`src/rtl/shift_pkg.sv`:
```
package shift_pkg;

    typedef enum logic [1:0] {
        SH_SLL = 2'd0,
        SH_SRL = 2'd1,
        SH_SRA = 2'd2,
        SH_RSV = 2'd3
    } shift_op_e;

    typedef enum int {
        IMPL_SERIAL = 0,
        IMPL_MULT   = 1,
        IMPL_MUX    = 2
    } impl_e;

    typedef enum logic [1:0] {
        ST_IDLE = 2'd0,
        ST_RUN  = 2'd1,
        ST_DONE = 2'd2
    } state_e;

endpackage

```
`src/rtl/shift_step1.sv`:
```
module shift_step1 #(
    parameter int WIDTH = 32
) (
    input  logic [WIDTH-1:0] din,
    input  logic             left,
    input  logic             arith,
    output logic [WIDTH-1:0] dout
);
    // One bit position per call; arithmetic fill re-uses the top bit.
    always_comb begin
        if (left)
            dout = {din[WIDTH-2:0], 1'b0};
        else
            dout = {arith & din[WIDTH-1], din[WIDTH-1:1]};
    end
endmodule

```
`src/rtl/shift_by_mult.sv`:
```
module shift_by_mult #(
    parameter int WIDTH = 32
) (
    input  logic [WIDTH-1:0]         din,
    input  logic [$clog2(WIDTH)-1:0] n,
    input  logic                     left,
    input  logic                     arith,
    output logic [WIDTH-1:0]         dout
);
    localparam int AMT_W = $clog2(WIDTH);
    localparam int PW    = 2 * WIDTH + 1;

    logic             invert;
    logic [WIDTH-1:0] xin;
    logic [AMT_W:0]   k;
    logic [WIDTH:0]   pow;
    logic [PW-1:0]    prod;
    logic [WIDTH-1:0] hi;

    // Negative arithmetic right: shift the complement logically, complement back.
    assign invert = !left && arith && din[WIDTH-1];
    assign xin    = invert ? ~din : din;
    assign k      = left ? {1'b0, n} : ((AMT_W+1)'(WIDTH) - {1'b0, n});
    assign pow    = {{WIDTH{1'b0}}, 1'b1} << k;
    assign prod   = PW'(xin) * PW'(pow);
    assign hi     = prod[2*WIDTH-1:WIDTH];
    assign dout   = left ? prod[WIDTH-1:0] : (invert ? ~hi : hi);
endmodule

```
`src/rtl/shift_mux_tree.sv`:
```
module shift_mux_tree #(
    parameter int WIDTH = 32
) (
    input  logic [WIDTH-1:0]         din,
    input  logic [$clog2(WIDTH)-1:0] n,
    input  logic                     left,
    input  logic                     arith,
    output logic [WIDTH-1:0]         dout
);
    localparam int AMT_W = $clog2(WIDTH);

    logic [WIDTH-1:0] rev_in;
    logic [WIDTH-1:0] rev_out;
    logic [WIDTH-1:0] stg [AMT_W+1];
    logic             fill;

    // Left shifts reuse the right-shift tree on a bit-reversed word.
    for (genvar b = 0; b < WIDTH; b++) begin : g_rev
        assign rev_in[b]  = din[WIDTH-1-b];
        assign rev_out[b] = stg[AMT_W][WIDTH-1-b];
    end

    assign fill   = !left && arith && din[WIDTH-1];
    assign stg[0] = left ? rev_in : din;

    for (genvar s = 0; s < AMT_W; s++) begin : g_stage
        localparam int D = 1 << s;
        assign stg[s+1] = n[s] ? {{D{fill}}, stg[s][WIDTH-1:D]} : stg[s];
    end

    assign dout = left ? rev_out : stg[AMT_W];
endmodule

```
`src/rtl/shift_unit.sv`:
```
module shift_unit
    import shift_pkg::*;
#(
    parameter int    WIDTH = 32,
    parameter impl_e IMPL  = IMPL_SERIAL
) (
    input  logic                     clk,
    input  logic                     rst_n,
    input  logic                     start,
    input  logic [1:0]               op,
    input  logic [$clog2(WIDTH)-1:0] amount,
    input  logic [WIDTH-1:0]         operand,
    output logic [WIDTH-1:0]         result,
    output logic                     busy,
    output logic                     done
);
    localparam int AMT_W    = $clog2(WIDTH);
    localparam bit IS_SERIAL = (IMPL == IMPL_SERIAL);

    state_e           state_q, state_d;
    logic [WIDTH-1:0] acc_q;
    logic [AMT_W-1:0] cnt_q;
    shift_op_e        op_q;
    logic             accept;
    logic [WIDTH-1:0] barrel_res;
    logic [WIDTH-1:0] step_res;

    assign accept = start && (state_q != ST_RUN);

    // Datapath variant chosen at build time.
    if (IMPL == IMPL_MULT) begin : g_mult
        shift_by_mult #(.WIDTH(WIDTH)) core_i (
            .din(operand), .n(amount),
            .left(shift_op_e'(op) == SH_SLL), .arith(shift_op_e'(op) == SH_SRA),
            .dout(barrel_res)
        );
        assign step_res = '0;
    end else if (IMPL == IMPL_MUX) begin : g_mux
        shift_mux_tree #(.WIDTH(WIDTH)) core_i (
            .din(operand), .n(amount),
            .left(shift_op_e'(op) == SH_SLL), .arith(shift_op_e'(op) == SH_SRA),
            .dout(barrel_res)
        );
        assign step_res = '0;
    end else begin : g_serial
        shift_step1 #(.WIDTH(WIDTH)) step_i (
            .din(acc_q), .left(op_q == SH_SLL), .arith(op_q == SH_SRA),
            .dout(step_res)
        );
        assign barrel_res = '0;
    end

    // Next-state logic.
    always_comb begin
        state_d = state_q;
        unique case (state_q)
            ST_IDLE, ST_DONE: begin
                if (start)
                    state_d = (!IS_SERIAL || amount == '0) ? ST_DONE : ST_RUN;
                else
                    state_d = ST_IDLE;
            end
            ST_RUN: begin
                if (cnt_q == AMT_W'(1))
                    state_d = ST_DONE;
            end
            default: state_d = ST_IDLE;
        endcase
    end

    // State register.
    always_ff @(posedge clk or negedge rst_n) begin
        if (!rst_n)
            state_q <= ST_IDLE;
        else
            state_q <= state_d;
    end

    // Operand, count and result registers.
    always_ff @(posedge clk or negedge rst_n) begin
        if (!rst_n) begin
            acc_q <= '0;
            cnt_q <= '0;
            op_q  <= SH_SLL;
        end else if (accept) begin
            acc_q <= IS_SERIAL ? operand : barrel_res;
            cnt_q <= amount;
            op_q  <= shift_op_e'(op);
        end else if (state_q == ST_RUN) begin
            acc_q <= step_res;
            cnt_q <= cnt_q - AMT_W'(1);
        end
    end

    // Outputs.
    always_comb begin
        busy   = (state_q == ST_RUN);
        done   = (state_q == ST_DONE);
        result = acc_q;
    end

    p_quick_done_r5: assert property (@(posedge clk) disable iff (!rst_n)
        (accept && (!IS_SERIAL || amount == '0)) |=> done);

    p_serial_busy_r6: assert property (@(posedge clk) disable iff (!rst_n)
        (IS_SERIAL && accept && amount != '0) |=> busy);

    p_done_pulse_r7: assert property (@(posedge clk) disable iff (!rst_n)
        (done && !start) |=> !done);

    p_hold_result_r7: assert property (@(posedge clk) disable iff (!rst_n)
        (!start && !busy) |=> $stable(result));

    p_barrel_no_busy_r5: assert property (@(posedge clk) disable iff (!rst_n)
        (!IS_SERIAL && $past(start)) |-> !busy);

    p_run_from_start_r8: assert property (@(posedge clk) disable iff (!rst_n)
        $rose(busy) |-> $past(start));
endmodule

```
`config.mk`:
```
export PLATFORM = sky130hd
export DESIGN_NAME = shift_unit
export DESIGN_NICKNAME = d
export VERILOG_FILES = /design/src/rtl/shift_pkg.sv /design/src/rtl/shift_step1.sv /design/src/rtl/shift_by_mult.sv /design/src/rtl/shift_mux_tree.sv /design/src/rtl/shift_unit.sv
export SDC_FILE = /design/constraint.sdc
export NUM_CORES = 1
export LEC_CHECK = 0
export BUFFER_PORTS_ARGS = -buffer_cell sky130_fd_sc_hd__buf_2
export CAP_MARGIN = 20
export CELL_PAD_IN_SITES_DETAIL_PLACEMENT = 1
export CELL_PAD_IN_SITES_GLOBAL_PLACEMENT = 1
export CORE_ASPECT_RATIO = 1.75
export CORE_MARGIN = 10
export CORE_UTILIZATION = 39
export CTS_CLUSTER_DIAMETER = 200
export CTS_CLUSTER_SIZE = 14
export DETAILED_ROUTE_END_ITERATION = 7
export PLACE_DENSITY_LB_ADDON = 0.1
export SYNTH_ARGS = -nofsm -noshare
export SYNTH_HDL_FRONTEND = slang
export SYNTH_HIERARCHICAL = 1
export SYNTH_SLANG_ARGS = --single-unit
```
`constraint.sdc`:
```
create_clock -name clk -period 2.2 [get_ports clk]
set_clock_uncertainty 0.05 [all_clocks]
set_input_delay 0.44 -clock clk [delete_from_list [all_inputs] [get_ports clk]]
set_output_delay 0.44 -clock clk [all_outputs]
set_load 0.01 [all_outputs]
```
==> summary.md, run 1 <==
| Metric | Value |
|---|---|
| Flop2flop setup slack | `~0.58 ns` |
| Slowest stage cell, crit path | `dfrtp_1` |
| Worst slew margin | `between 60% and 70%` |
| DRT iter0 DRCs | `53` |
| Switch share | `39.7%` |
| Critical Path RT | `1.71 ns` |
| CP Capture Type | `primary output` |
| EDFF count, synth | `0` |
| Initial antenna violation count | `0` |
| Die span in x | `80.3 um` |
| Final Setup Violations | `0` |
| Utilization after layout | `48.3%` |
| CP peak stage delay | `0.38 ns` |
| Int Pwr | `2.52 mW` |
| DR vias | `1946` |
| Post-Syn Instances | `225` |
| Maximum vdd drop | `534 uV` |
| Maximum clock path buffer count | `2` |
| WS Path Type | `register to primary output` |
| CTS tree | `yes` |
| Startpoint Class | `register` |
| Register share of total power | `between 30% and 40%` |
| Pin count of the biggest net entering global routing | `33` |
| Design area | `2990 um^2` |
| Synthesized cell area | `around 2500 um^2` |
| Post-CTS Setup Bufs | `0` |
| Reg2reg start | `cnt_q[0]` |
| Ant. Diodes | `0` |
| Dpl cell area | `2900 um^2` |
| CTS clk-pin slew, worst paths | `0.08 ns` |
| Combinational power share | `52.3%` |
| Power per cell area | `1400 nW/um^2` |
| Class of the worst hold path | `input pin to async pin` |
| Max Freq | `566 MHz` |
| Nets | `around 340` |
| Vias in the first global route | `2136` |
| Clock power frac | `12.3%` |
| Unrepaired setup endpoints after global routing | `false` |
| Final Hold Fails | `0` |
| Remaining antenna violation count | `0` |
| Filler Cell Count | `731` |
| Post-DR vias/cell | `about 5.1` |
| Worst-Margin Slew | `0.501 ns` |
| Worst Path Arrival | `1.28 ns` |
| IO Port Bufs | `75` |
| Slew Limit Fails | `0` |
| Mapped Nets | `269` |
| Fin Hold WS | `0.0548 ns` |
| CP Max Fanout | `11` |
| P&R area growth vs syn | `20.1%` |
| Setup TNS Final | `0 ns` |
| Distinct cell type count after synthesis | `31` |
| Register area share after synthesis | `between 40% and 50%` |
| Synthesized flop and latch total | `41` |
| Leak Pwr | `between 1.5 and 2 nW` |
| Top FF cell, synth | `dfrtp_1` |
| Post-synthesis async set-or-reset flop share | `100%` |
| Pre-antenna DRT Iters | `3` |
| CP startpoint | `state_q[1]` |
| GP Congestion | `0.757` |
| Post-CTS Resized | `0` |
| Placed wire-length estimate | `5.01 mm` |
| Number of H-tree levels | `2` |
| DRT Wirelength | `6.58 mm` |
| Syn avg cell area | `11.0 um^2` |
| Core ar. | `6180 um^2` |
| Final period utilization | `80.4%` |
| Area of the die | `10100 um^2` |
| CP cell instances | `nand2b_2 -> inv_2 -> buf_2` |
| Synth Warn # | `6` |
| DR WL/cell | `between 15 and 20 um` |
| Worst-case reg-to-reg path depth | `5` |
| # DRC | `0` |
| GRT Total Usage | `approximately an eighth` |
| Total CTS buffers | `5` |
| Initial Utilization | `40.2%` |
| Site Rows | `38` |
| Die Y | `126 um` |
| Io pins | `76` |
| Clock Tree Root | `clkbuf_8` |
| Worst skew pair latency | `between 0.2 and 0.3 ns` |
| NetSw | `1.66 mW` |
| Global-route wire length before repair | `10.8 mm` |
| Cts hold-fix bufs | `0` |
| Post-route minimum period | `around 1.8 ns` |
| CTS sink cnt | `41` |
| Ratio of cells with drive above 1 in the final layout | `43.1%` |
| Outcome | `finished, final reports clean` |
| GRT overflow | `0` |
| Max-cap violations | `0` |
cells in the mapped netlist, types with 2 or more instances:
cell | n | area, um^2
nand2_1 | 37 | 139
mux2i_1 | 33 | 330
buf_12 | 2 | 40.0
ha_1 | 2 | 25.0
a21oi_1 | 2 | 10.0
o21ai_0 | 34 | 170
dfrtp_1 | 41 | 1030
buf_2 | 8 | 40.0
nor2b_1 | 3 | 18.8
clkbuf_1 | 2 | 7.51
o221a_2 | 3 | 33.8
mux2_4 | 27 | 405
inv_1 | 4 | 15.0
nand3_1 | 2 | 10.0
buf_4 | 2 | 15.0
nor2_1 | 2 | 7.51
mux2_2 | 7 | 78.8
worst paths after layout:
path	to
setup / recovery	busy
hold / removal	result[25]
setup reg to reg	cnt_q[4]
hold reg to reg	cnt_q[0]
max in group asynchronous	result[11]
min in group clk	state_q[1]
kinds of logic after synthesis:
logic type               Yosys count  share of synthesized area (%)
AO/OA/AOI/OAI                     43                           9.87
adder cells (fa/ha/maj)            2                           1.01
buffers and inverters             21                           5.94
flip-flops                        41                           41.3
multiplexers                      67                           32.8
AND/OR/NAND/NOR                   51                           9.11
power groups by stage:
stage	Clock (mW)	Sequential [mW]	Combinational [mW]
4_1_cts	0.532	1.49	2.24
3_5_place_dp	0	1.50	2.24
2_1_floorplan	0	1.50	1.65
3_3_place_gp	0	1.50	2.18
5_1_grt	0.562	1.54	2.45
6_report	0.513	1.48	2.19
flip-flops by register name, summed over array words and instances, names as in the netlist:
name     count
result      32
cnt_q        5
op_q         2
state_q      2
placed cells by master, fill, tap and decap left out, types with 2 or more instances in the layout:
cell type,count
nor2b_1,3
buf_4,8
mux2_2,7
dfrtp_1,41
inv_1,4
buf_2,75
nand2_1,37
o21ai_0,34
clkbuf_8,6
mux2i_1,33
o221a_2,3
nand3_1,2
ha_1,2
mux2_4,27
a21oi_1,2
layer usage:
| layer | share of wire [%] | up-vias | routed length [um] | track usage, % |
|---|---|---|---|---|
| li1 | - | 937 | - | - |
| met1 | 41 | 951 | 2670 | 14.9 |
| met2 | 52 | 50 | 3450 | 22.7 |
| met3 | 5.6 | 8 | 365 | 3.95 |
| met5 | 0 | - | 0 | 0 |
| met4 | 1.3 | 0 | 87 | 3.44 |
critical path, delay by kind of cell, from the launching register on:
kind / cells / cell delay, ns
flops: 1 / 0.38
buf+inv: 2 / 0.38
simple gates: 1 / 0.23
through the flow:
step	total power, mW	worst slack (ns)	instances
floorplan	3.15	0.652	225
global placement	3.68	0.568	372
detailed placement	3.74	0.560	372
CTS	4.26	0.416	379
global route	4.55	0.357	379
finish	4.18	0.432	379
final cells by class:
cell class	instances	area (um^2)	share of cell area, %
clock buffers	7	86.3	2.89
repair buffers	83	435	14.6
multi-input cells	163	1320	44.2
well taps	80	100	3.35
flip-flops and latches	41	1030	34.4
inverters	5	18.8	0.629
No activity file was read; power rests on OpenSTA's default activity.
==> run 2: changes to the inputs <==
- ABC_AREA: unset -> 1
- CORE_UTILIZATION: 39 -> 35
- clock period: 2.2 -> 1.8 ns (I/O delays scaled with it)
==> summary.md, run 2 <==
| Metric | Value |
|---|---|
| CTS sink cnt | `41 (unchanged)` |
| Distinct cell type count after synthesis | `21 (-32%)` |
| Syn avg cell area | `6.95 um^2 (-37%)` |
| GP Congestion | `0.812 (+7.4%)` |
| DRT Wirelength | `7.63 mm (+16%)` |
| Synth Warn # | `6 (unchanged)` |
| Post-route minimum period | `1.62 ns` |
| Cts hold-fix bufs | `0 (unchanged)` |
| Outcome | `finished, final reports clean` |
| GRT Total Usage | `14.6% (+1.5 points)` |
| GRT overflow | `0 (unchanged)` |
| Vias in the first global route | `2681 (+26%)` |
| Pre-antenna DRT Iters | `4 (+1)` |
| Flop2flop setup slack | `0.40 ns (-0.18 ns)` |
| Setup TNS Final | `0 ns (unchanged)` |
| Max reg flops | `32 (unchanged)` |
| Max-cap violations | `0 (unchanged)` |
| Pin count of the biggest net entering global routing | `42 (+27%)` |
| CP Capture Type | `primary output` |
| Register area share after synthesis | `42.4% (+1.2 points)` |
| Site Rows | `40 (+5.3%)` |
| Clock Tree Root | `clkbuf_16` |
| DR WL/cell | `15.1 um (-13%)` |
| CTS tree | `yes` |
| Initial Utilization | `35.5% (-4.7 points)` |
| Yosys top cell area share | `42.4% (+1.2 points)` |
| EDFF count, synth | `0 (unchanged)` |
| Core ar. | `6810 um^2 (+10%)` |
| Post-CTS Setup Bufs | `0 (unchanged)` |
| CP startpoint | `state_q[0]` |
| Global-route wire length before repair | `13.0 mm (+20%)` |
| Post-DR vias/cell | `4.86 (-5.3%)` |
| Synthesized flop and latch total | `41 (unchanged)` |
| Non-Filler Instances | `506 (+34%)` |
| Unrepaired setup endpoints after global routing | `false` |
| Post-CTS Resized | `0 (unchanged)` |
| Most frequent cells in the layout | `200 x nand2_1, 75 x buf_2, 41 x dfrtp_1` |
| P&R area growth vs syn | `22.8%` |
| Inst Count DP | `499 (+34%)` |
| Worst slew margin | `63.1% (-3.5 points)` |
| Placed wire-length estimate | `5.63 mm (+12%)` |
| Die Y | `130 um (+3.5%)` |
| Critical Path RT | `1.39 ns (-0.32 ns)` |
| Top FF cell, synth | `dfrtp_1` |
| Post-Syn Instances | `348 (+55%)` |
| Cell with the most instances after synthesis | `nand2_1` |
| Post-synth top area cell | `dfrtp_1` |
| Maximum vdd drop | `783 uV (+47%)` |
| Post-synth top cells | `200 x nand2_1, 41 x dfrtp_1, 38 x nand3_1, 14 x nor2_1, 12 x nand2_2` |
| Io pins | `76 (unchanged)` |
| Leading post-synthesis cells by cell area | `dfrtp_1 42%, nand2_1 31%, nand3_1 7.9%` |
| Leak Pwr | `1.67 nW (+7.8%)` |
| Final Setup Violations | `0 (unchanged)` |
| Reg2reg end | `op_q[1]` |
| Final Hold Fails | `0 (unchanged)` |
| # DRC | `0 (unchanged)` |
| Area of the die | `10800 um^2 (+6.7%)` |
| Synthesized cell area | `2420 um^2 (-2.7%)` |
| Post-synthesis async set-or-reset flop share | `100% (unchanged)` |
| CTS clk-pin slew, worst paths | `0.06 ns (-0.02 ns)` |
| Ant. Diodes | `0 (unchanged)` |
| Most common cell after layout, fill and taps aside | `nand2_1` |
| Worst Path Arrival | `1.21 ns (-0.07 ns)` |
| Slew Limit Fails | `0 (unchanged)` |
| Power per cell area | `1910 nW/um^2 (+36%)` |
| Critical Path End | `busy` |
| DR vias | `2460 (+26%)` |
| Power, Total | `5.66 mW (+35%)` |
| Worst skew pair latency | `0.28 ns (about the same)` |
| Nets | `466 (+36%)` |
| Pre-CTS setup slack | `0.367 ns (-0.193 ns)` |
| Startpoint Class | `register` |
| Remaining antenna violation count | `0 (unchanged)` |
| Worst-case reg-to-reg path depth | `7 (+2)` |
| CP Max Fanout | `9 (-2)` |
| Worst-Margin Slew | `0.553 ns (+0.0522 ns)` |
| Die span in x | `82.8 um (+3.1%)` |
| Total CTS buffers | `5 (unchanged)` |
| Number of H-tree levels | `2 (unchanged)` |
| DRT iter0 DRCs | `78 (+47%)` |
| Mapped Nets | `392 (+46%)` |
| Maximum clock path buffer count | `2 (unchanged)` |
| Initial antenna violation count | `0 (unchanged)` |
| Class of the worst hold path | `input pin to async pin` |
| Final worst slack | `0.179 ns (-0.253 ns)` |
| Max Freq | `617 MHz` |
| Reg2reg start | `state_q[1]` |
| WS Path Type | `register to primary output` |
| IO Port Bufs | `75 (unchanged)` |
| Ratio of cells with drive above 1 in the final layout | `25.8% (-17 points)` |
| Final period utilization | `90.1%` |
## run 2: cell count changes after synthesis, moves of 5 or more
cell / before / now
nand2_1: 37 / 200
nand3_1: 2 / 38
mux2i_1: 33 / 0
o21ai_0: 34 / 3
mux2_4: 27 / 0
nand2_2: 0 / 12
nor2_1: 2 / 14
buf_6: 1 / 10
mux2_2: 7 / 0
buf_2: 8 / 2
inv_1: 4 / 9
## run 2: worst min-delay path by stage
stage,to,slack (ns),from
CTS,result[28],0.12,rst_n
floorplan,cnt_q[0],0.01,rst_n
global route,result[23],0.15,rst_n
finish,result[23],0.1,rst_n
global placement,result[23],0.43,rst_n
detailed placement,result[23],0.43,rst_n
## run 2: area by class of cell
type	count	area (um^2)
fillers	940	3840
flip-flops and latches	41	1030
well taps	84	105
inverters	13	56.3
clock buffers	7	143
repair buffers	84	455
multi-input cells	277	1180
## run 2: cell families (layout without fill, tap and decap cells)
logic type	count (synthesis)	in the layout	share of synthesized area (%)
AO/OA/AOI/OAI	8	8	1.97
XOR/XNOR	1	1	0.362
adder cells (fa/ha/maj)	2	2	1.04
buffers and inverters	30	104	9.26
flip-flops	41	41	42.4
AND/OR/NAND/NOR	266	266	44.9
## run 2: through the flow
step	hold WS [ns]	util, %	instance area [um^2]
global placement	0.430	41.5	2830
floorplan	0.0144	-	2420
finish	0.0987	43.6	2970
global route	0.154	43.6	2970
CTS	0.121	43.6	2970
detailed placement	0.425	41.5	2830
## run 2: where the power goes
| group | switching, mW | total, mW | internal, mW |
|---|---|---|---|
| Clock | 0.360 | 0.905 | 0.545 |
| Sequential | 0.515 | 1.88 | 1.37 |
| Combinational | 1.78 | 2.87 | 1.09 |
| Total | 2.65 | 5.66 | 3.01 |
## run 2: critical path, stage by stage, from the launching register on
cell,delay [ns]
dfrtp_1,0.39
inv_2,0.06
nor2_4,0.14
buf_4,0.19
buf_2,0.14
## run 2: layer usage
layer	track usage [%]	vias to the layer above	share of wire, %
li1	-	1221	-
met1	15.9	1188	40
met2	26.7	46	54
met3	3.49	5	4.1
met4	5.13	0	1.3
met5	0	-	0
